[src/rtl/gtm_pkg.sv]
package gtm_pkg;

  localparam int          DATA_W   = 8;
  localparam int          RUN_POS  = 7;
  localparam int          HI_POS   = 4;
  localparam int          LO_POS   = 3;
  localparam logic [7:0]  LIVE_MASK = 8'h98;
  localparam logic [7:0]  KEY_VAL  = 8'hA5;

  typedef enum logic [1:0] {
    ROLE_TICK  = 2'd0,
    ROLE_NMI   = 2'd1,
    ROLE_RESET = 2'd2
  } gtm_role_e;

  // Bits a write is trying to set: whole byte, or one bit from data[0].
  function automatic logic [7:0] gtm_set_bits(input logic bit_mode,
                                               input logic [2:0] sel,
                                               input logic [7:0] data);
    logic [7:0] m;
    if (bit_mode) begin
      m = 8'h00;
      m[sel] = data[0];
    end else begin
      m = data;
    end
    return m & LIVE_MASK;
  endfunction

  function automatic gtm_role_e gtm_role(input logic hi, input logic lo);
    if (hi)      return ROLE_RESET;
    else if (lo) return ROLE_NMI;
    else         return ROLE_TICK;
  endfunction

  function automatic logic [7:0] gtm_view(input logic run, input logic hi,
                                          input logic lo);
    logic [7:0] v;
    v = 8'h00;
    v[RUN_POS] = run;
    v[HI_POS]  = hi;
    v[LO_POS]  = lo;
    return v;
  endfunction

endpackage

[src/rtl/gtm_regs.sv]
module gtm_regs
  import gtm_pkg::*;
#(
  parameter int ADDR_W = 4,
  parameter logic [ADDR_W-1:0] CTRL_ADDR = '0,
  parameter logic [ADDR_W-1:0] KEY_ADDR  = 1
) (
  input  logic              clk,
  input  logic              rst_n,
  input  logic              bus_we,
  input  logic [ADDR_W-1:0] bus_addr,
  input  logic [7:0]        bus_wdata,
  input  logic              bus_bit_en,
  input  logic [2:0]        bus_bit_sel,
  output logic [7:0]        bus_rdata,
  output logic              run_q,
  output logic              hi_q,
  output logic              lo_q,
  output logic              kick
);

  logic       unlock_q;
  logic       ctrl_hit;
  logic       key_hit;
  logic       accept;
  logic [7:0] set_bits;

  assign ctrl_hit = bus_we && (bus_addr == CTRL_ADDR);
  assign key_hit  = bus_we && (bus_addr == KEY_ADDR) && (bus_wdata == KEY_VAL);
  assign accept   = ctrl_hit && unlock_q;
  assign set_bits = gtm_set_bits(bus_bit_en, bus_bit_sel, bus_wdata);
  assign kick     = accept && set_bits[RUN_POS];

  // Key arms the unlock, any other write drops it.
  always_ff @(posedge clk or negedge rst_n) begin
    if (!rst_n)      unlock_q <= 1'b0;
    else if (bus_we) unlock_q <= key_hit;
  end

  // Set-only flags.
  always_ff @(posedge clk or negedge rst_n) begin
    if (!rst_n) begin
      run_q <= 1'b0;
      hi_q  <= 1'b0;
      lo_q  <= 1'b0;
    end else if (accept) begin
      run_q <= run_q | set_bits[RUN_POS];
      hi_q  <= hi_q  | set_bits[HI_POS];
      lo_q  <= lo_q  | set_bits[LO_POS];
    end
  end

  assign bus_rdata = (bus_addr == CTRL_ADDR) ? gtm_view(run_q, hi_q, lo_q) : 8'h00;

  a_r4_run_sticky: assert property (@(posedge clk) disable iff (!rst_n)
    run_q |=> run_q);
  a_r4_hi_sticky: assert property (@(posedge clk) disable iff (!rst_n)
    hi_q |=> hi_q);
  a_r4_lo_sticky: assert property (@(posedge clk) disable iff (!rst_n)
    lo_q |=> lo_q);
  a_r3_locked_write: assert property (@(posedge clk) disable iff (!rst_n)
    (ctrl_hit && !unlock_q) |=> ($stable(run_q) && $stable(hi_q) && $stable(lo_q)));
  a_r3_unlock_one_shot: assert property (@(posedge clk) disable iff (!rst_n)
    (bus_we && !key_hit) |=> !unlock_q);

endmodule

[src/rtl/gtm_counter.sv]
module gtm_counter #(
  parameter int               CNT_W = 16,
  parameter logic [CNT_W-1:0] LIMIT = '1
) (
  input  logic clk,
  input  logic rst_n,
  input  logic run,
  input  logic cnt_en,
  input  logic kick,
  output logic ovf
);

  logic [CNT_W-1:0] cnt_q;
  logic             at_limit;
  logic             step;

  assign at_limit = (cnt_q == LIMIT);
  assign step     = run && cnt_en;
  assign ovf      = step && at_limit && !kick;

  always_ff @(posedge clk or negedge rst_n) begin
    if (!rst_n)        cnt_q <= '0;
    else if (kick)     cnt_q <= '0;
    else if (step)     cnt_q <= at_limit ? '0 : cnt_q + 1'b1;
  end

  a_r6_stopped_holds: assert property (@(posedge clk) disable iff (!rst_n)
    !run |=> $stable(cnt_q));
  a_r7_gated_holds: assert property (@(posedge clk) disable iff (!rst_n)
    (run && !cnt_en && !kick) |=> $stable(cnt_q));
  a_r11_kick_clears: assert property (@(posedge clk) disable iff (!rst_n)
    kick |=> (cnt_q == '0));
  a_r7_wrap: assert property (@(posedge clk) disable iff (!rst_n)
    ovf |=> (cnt_q == '0));

endmodule

[src/rtl/gtm_event.sv]
module gtm_event
  import gtm_pkg::*;
(
  input  logic      clk,
  input  logic      rst_n,
  input  logic      ovf,
  input  gtm_role_e role,
  output logic      irq_tick,
  output logic      nmi_pulse,
  output logic      rst_req
);

  always_ff @(posedge clk or negedge rst_n) begin
    if (!rst_n) begin
      irq_tick  <= 1'b0;
      nmi_pulse <= 1'b0;
      rst_req   <= 1'b0;
    end else begin
      irq_tick  <= ovf && (role == ROLE_TICK);
      nmi_pulse <= ovf && (role == ROLE_NMI);
      if (ovf && (role == ROLE_RESET)) rst_req <= 1'b1;
    end
  end

  a_r8_pulse_exclusive: assert property (@(posedge clk) disable iff (!rst_n)
    $onehot0({irq_tick, nmi_pulse}));
  a_r8_tick_one_cycle: assert property (@(posedge clk) disable iff (!rst_n)
    (irq_tick && !ovf) |=> !irq_tick);
  a_r9_nmi_one_cycle: assert property (@(posedge clk) disable iff (!rst_n)
    (nmi_pulse && !ovf) |=> !nmi_pulse);
  a_r10_request_held: assert property (@(posedge clk) disable iff (!rst_n)
    rst_req |=> rst_req);

endmodule

[src/rtl/gtm_top.sv]
module gtm_top
  import gtm_pkg::*;
#(
  parameter int               ADDR_W = 4,
  parameter int               CNT_W  = 16,
  parameter logic [CNT_W-1:0] LIMIT  = '1
) (
  input  logic              clk,
  input  logic              rst_n,
  input  logic              bus_we,
  input  logic [ADDR_W-1:0] bus_addr,
  input  logic [7:0]        bus_wdata,
  input  logic              bus_bit_en,
  input  logic [2:0]        bus_bit_sel,
  output logic [7:0]        bus_rdata,
  input  logic              cnt_en,
  output logic              irq_tick,
  output logic              nmi_pulse,
  output logic              rst_req
);

  localparam logic [ADDR_W-1:0] CTRL_ADDR = '0;
  localparam logic [ADDR_W-1:0] KEY_ADDR  = 1;

  logic      run_q, hi_q, lo_q;
  logic      kick;
  logic      ovf;
  gtm_role_e role;

  assign role = gtm_role(hi_q, lo_q);

  gtm_regs #(
    .ADDR_W   (ADDR_W),
    .CTRL_ADDR(CTRL_ADDR),
    .KEY_ADDR (KEY_ADDR)
  ) u_regs (
    .clk        (clk),
    .rst_n      (rst_n),
    .bus_we     (bus_we),
    .bus_addr   (bus_addr),
    .bus_wdata  (bus_wdata),
    .bus_bit_en (bus_bit_en),
    .bus_bit_sel(bus_bit_sel),
    .bus_rdata  (bus_rdata),
    .run_q      (run_q),
    .hi_q       (hi_q),
    .lo_q       (lo_q),
    .kick       (kick)
  );

  gtm_counter #(
    .CNT_W(CNT_W),
    .LIMIT(LIMIT)
  ) u_counter (
    .clk   (clk),
    .rst_n (rst_n),
    .run   (run_q),
    .cnt_en(cnt_en),
    .kick  (kick),
    .ovf   (ovf)
  );

  gtm_event u_event (
    .clk      (clk),
    .rst_n    (rst_n),
    .ovf      (ovf),
    .role     (role),
    .irq_tick (irq_tick),
    .nmi_pulse(nmi_pulse),
    .rst_req  (rst_req)
  );

  a_r6_no_event_stopped: assert property (@(posedge clk) disable iff (!rst_n)
    !run_q |=> !(irq_tick || nmi_pulse));
  a_r11_kick_no_event: assert property (@(posedge clk) disable iff (!rst_n)
    kick |=> !(irq_tick || nmi_pulse));

endmodule

[config.mk]
export PLATFORM = sky130hd
export DESIGN_NAME = gtm_top
export DESIGN_NICKNAME = d
export VERILOG_FILES = /design/src/rtl/gtm_pkg.sv /design/src/rtl/gtm_regs.sv /design/src/rtl/gtm_counter.sv /design/src/rtl/gtm_event.sv /design/src/rtl/gtm_top.sv
export SDC_FILE = /design/constraint.sdc
export NUM_CORES = 1
export LEC_CHECK = 0
export ABC_AREA = 0
export ABC_CLOCK_PERIOD_IN_PS = 1550
export CAP_MARGIN = 20
export CORE_ASPECT_RATIO = 1.25
export CORE_MARGIN = 5
export CORE_UTILIZATION = 55
export DETAILED_ROUTE_END_ITERATION = 6
export DONT_BUFFER_PORTS = 1
export PLACE_DENSITY = 0.83
export SYNTH_ARGS = -nofsm -noshare
export SYNTH_HDL_FRONTEND = slang
export SYNTH_HIERARCHICAL = 1
export SYNTH_SLANG_ARGS = --single-unit
[constraint.sdc]
create_clock -name clk -period 1.55 [get_ports clk]
set_input_delay 0.31 -clock clk [delete_from_list [all_inputs] [get_ports clk]]
set_output_delay 0.31 -clock clk [all_outputs]
set_load 0.005 [all_outputs]
==> flow_summary_export.csv <==
group,metric,value,unit
floorplan,die_h,66.9,um
placed_design,dp_worst_setup_slack,-0.161,ns
detailed_routing,drc,0,
clock_network,htree_levels,1,
placed_design,gp_congestion,0.836,
timing,max_freq,636,MHz
detailed_routing,ant_nets,0,
synth,synthArstFlopShare,1.00,
detailed_routing,vias,1220,
cells_and_area,final_common_cell,"buf_4",
status,status,"finished with violations",
timing,fin_crit,1.57,ns
synth,ys_warn_count,6,
cells_and_area,drive_gt1_frac,0.373,
timing,hold_viol_final,0,
detailed_routing,routed_wl,3.49,mm
worst_setup_path,end_kind,"flip-flop",
synth,netlist_area,1430,um2
synth,synth_edf_count,0,
synth,ys.flop_type,"dfrtp_1",
worst_setup_path,path_class,"reg -> reg",
worst_setup_path,crit_family,"simple AND/OR/NAND/NOR gates",
global_routing,antenna_found_initial,0,
synth,ys_seq_area_frac,0.404,
clock_network,clk_pin_slew,0.12,ns
min_path,hp-start,"bus_wdata[6]",
synth,yosysUniqueCellTypes,48,
cells_and_area,area_growth,25.2,%
power_and_ir_drop,seq_power_share,0.661,
timing,fin_worst_skew,0.00183,ns
power_and_ir_drop,switching_share,0.217,
floorplan,die_area,3720,um2
clock_network,clock_path_buffers,2,
power_and_ir_drop,pwr-share-comb,0.041,
timing,worst_pin_slew,0.548,ns
detailed_routing,routed_via_density,6.04,
worst_setup_path,crit_start,"u_counter/cnt_q[0]",
power_and_ir_drop,powerDensity,509,nW/um2
worst_setup_path,cp.arrival,1.79,ns
floorplan,core_area,2450,um2
power_and_ir_drop,internal_power,711,uW
synth,syn_inst,138,
placed_design,port_buffers,0,
global_routing,grt_first_pass_wirelength,6.04,mm
detailed_routing,drt_iter0_drc,60,
floorplan,start_util,0.581,
clock_network,cts-root-buf,"clkbuf_4",
synth,ys_ff_latch,23,
worst_setup_path,required,1.76,ns
power_and_ir_drop,clockPowerShare,0.298,
timing,setup_viol,10,
placed_design,dp_hpwl,2.55,mm
worst_setup_path,cp_slowest_cell,"dfrtp_1",
clock_network,cts_tree,"yes",
worst_setup_path,cp_slowest_stage_delay,0.38,ns
timing,grt_setup_unrepaired,"yes",
timing,setup_ws,-0.0234,ns
timing,slew_headroom,0.634,
power_and_ir_drop,p_sw,197,uW
floorplan,num_rows,20,
clock_network,clock-sinks,23,
global_routing,grt_overflow,0,
flow_run,drv_cap,0,
global_routing,track_usage,0.205,
status,violations,"negative setup slack",
power_and_ir_drop,power,908,uW
floorplan,die_x,55.5,um
cells_and_area,layout_common_cells,"buf_4 (27), dfrtp_1 (23), nor2_1 (10)",
worst_setup_path,cp-start-kind,"flip-flop",
min_path,holdCritPathClass,"in -> reg",
synth,synth.avg_cell_area,10.3,um2
power_and_ir_drop,p_leak,0.000820,uW
worst_setup_path,reg2reg_from,"u_counter/cnt_q[0]",
global_routing,grt_pass1_vias,1366,
cells_and_area,diodes,0,
detailed_routing,dr.pass1.iters,4,
worst_setup_path,crit_fanout,7,
global_routing,grt_max_degree,24,
power_and_ir_drop,vdd_drop_max,0.488,mV
worst_setup_path,crit_chain,"ha_2, nand3_4, nor4_4, buf_4, a31o_4, nor2_1",
detailed_routing,wire_per_inst,17.3,um
floorplan,num_io_pins,31,
worst_setup_path,critPathBufInv,1,
clock_network,numCtsBuffers,3,
cells_and_area,nNetsFinal,191,
clock_network,clk_latency,0.31,ns
timing,drv_slew,0,
timing,fin_crit_sh,1.02,
-- through the flow --
| stage | std cells | area (um2) | util | setup TNS [ns] | hold slack, ns |
|---|---|---|---|---|---|
| after floorplan | 142 | 1470 | - | -0.393 | 0.0144 |
| after global placement | 192 | 1630 | 0.664 | -0.566 | 0.0152 |
| after detailed placement | 192 | 1630 | 0.664 | -1.51 | 0.0151 |
| after CTS | 198 | 1700 | 0.692 | 0 | 0.0637 |
| after global routing | 202 | 1780 | 0.728 | -0.972 | 0.0546 |
| final | 202 | 1780 | 0.728 | -0.135 | 0.0761 |
-- cell usage after synthesis (2+ instances only) --
library cell	n	area, um2
nor2b_1	3	18.8
nand3_1	4	20.0
a22o_1	2	17.5
nor4_1	4	25.0
nor3_1	4	20.0
nor4_4	2	42.5
o31ai_1	5	37.5
o21a_1	3	22.5
or3_1	2	12.5
and2_1	3	18.8
nor2_1	11	41.3
a21oi_1	2	10.0
and4_1	3	26.3
buf_6	2	22.5
buf_4	5	37.5
inv_1	2	7.51
dfrtp_1	23	576
nand4_1	7	43.8
a31oi_1	3	18.8
o311ai_0	2	17.5
xor2_1	4	35.0
o21bai_1	2	15.0
a21o_1	4	30.0
and2_2	2	15.0
nand2_1	6	22.5
nand2b_1	2	12.5
xnor2_1	4	35.0
and3_1	2	12.5
-- registers in the layout, indices dropped and copies added, names as in the netlist --
register           flops
u_counter/cnt_q       16
u_event/irq_tick       1
u_event/nmi_pulse      1
u_event/rst_req        1
u_regs/hi_q            1
u_regs/lo_q            1
u_regs/run_q           1
u_regs/unlock_q        1
-- worst register-to-register path, stage by stage, from the launching register on --
cell	delay (ns)
dfrtp_1	0.38
ha_2	0.23
nand3_4	0.10
nor4_4	0.26
buf_4	0.22
a31o_4	0.22
nor2_1	0.07
-- power by group through the flow --
| stage | Sequential [uW] | Clock [uW] | Combinational [uW] |
|---|---|---|---|
| detailed placement | 612 | 0 | 19.7 |
| CTS | 600 | 287 | 33.5 |
| floorplan | 612 | 0 | 25.9 |
| finish | 600 | 271 | 37.1 |
| global placement | 612 | 0 | 18.9 |
| global route | 600 | 323 | 43.3 |
-- final timing paths --
| check | end | slack [ns] | depth (start not counted) |
|---|---|---|---|
| setup reg to reg | u_counter/cnt_q[8] | -0.02 | 6 |
| max in group asynchronous | u_regs/unlock_q | 0.67 | 2 |
| setup / recovery | u_counter/cnt_q[8] | -0.02 | 6 |
| min in group asynchronous | u_counter/cnt_q[5] | 0.41 | 1 |
| hold / removal | u_regs/unlock_q | 0.08 | 1 |
| hold reg to reg | u_regs/lo_q | 0.53 | 1 |
-- repair_timing --
| action | in CTS | in global routing |
|---|---|---|
| setup buffers | 1 | 3 |
| hold buffers | 1 | 0 |
| resized for setup | 6 | 11 |
| pin swaps | 0 | 3 |
| endpoints found under the hold margin | 23 | 0 |
| setup endpoints to repair | 11 | 16 |
-- cell families (layout without fill, tap and decap cells) --
family	Yosys count	in the layout	synth area share
simple gates	69	69	0.337
compound gates	26	26	0.144
flops	23	23	0.404
buf+inv	9	36	0.0474
xor+xnor	8	8	0.0492
fa+ha+maj	1	1	0.00878
other cells	1	5	0.00263
mux	1	1	0.00702
-- routing by layer --
layer / vias up / global-route usage / share of wire
met1: 577 / 0.238 / 0.38
met4: 0 / 0.0760 / 0.017
li1: 572 / - / -
met2: 65 / 0.374 / 0.53
met3: 6 / 0.0368 / 0.078
met5: - / 0 / 0
-- layout make-up --
type / count / area (um2)
clock inverters: 1 / 5.00
repair buffers: 30 / 239
multi-input cells: 110 / 893
well taps: 33 / 41.3
flip-flops and latches: 23 / 576
inverters: 2 / 7.51
fillers: 169 / 668
clock buffers: 3 / 22.5
No activity file was read; power rests on OpenSTA's default activity.
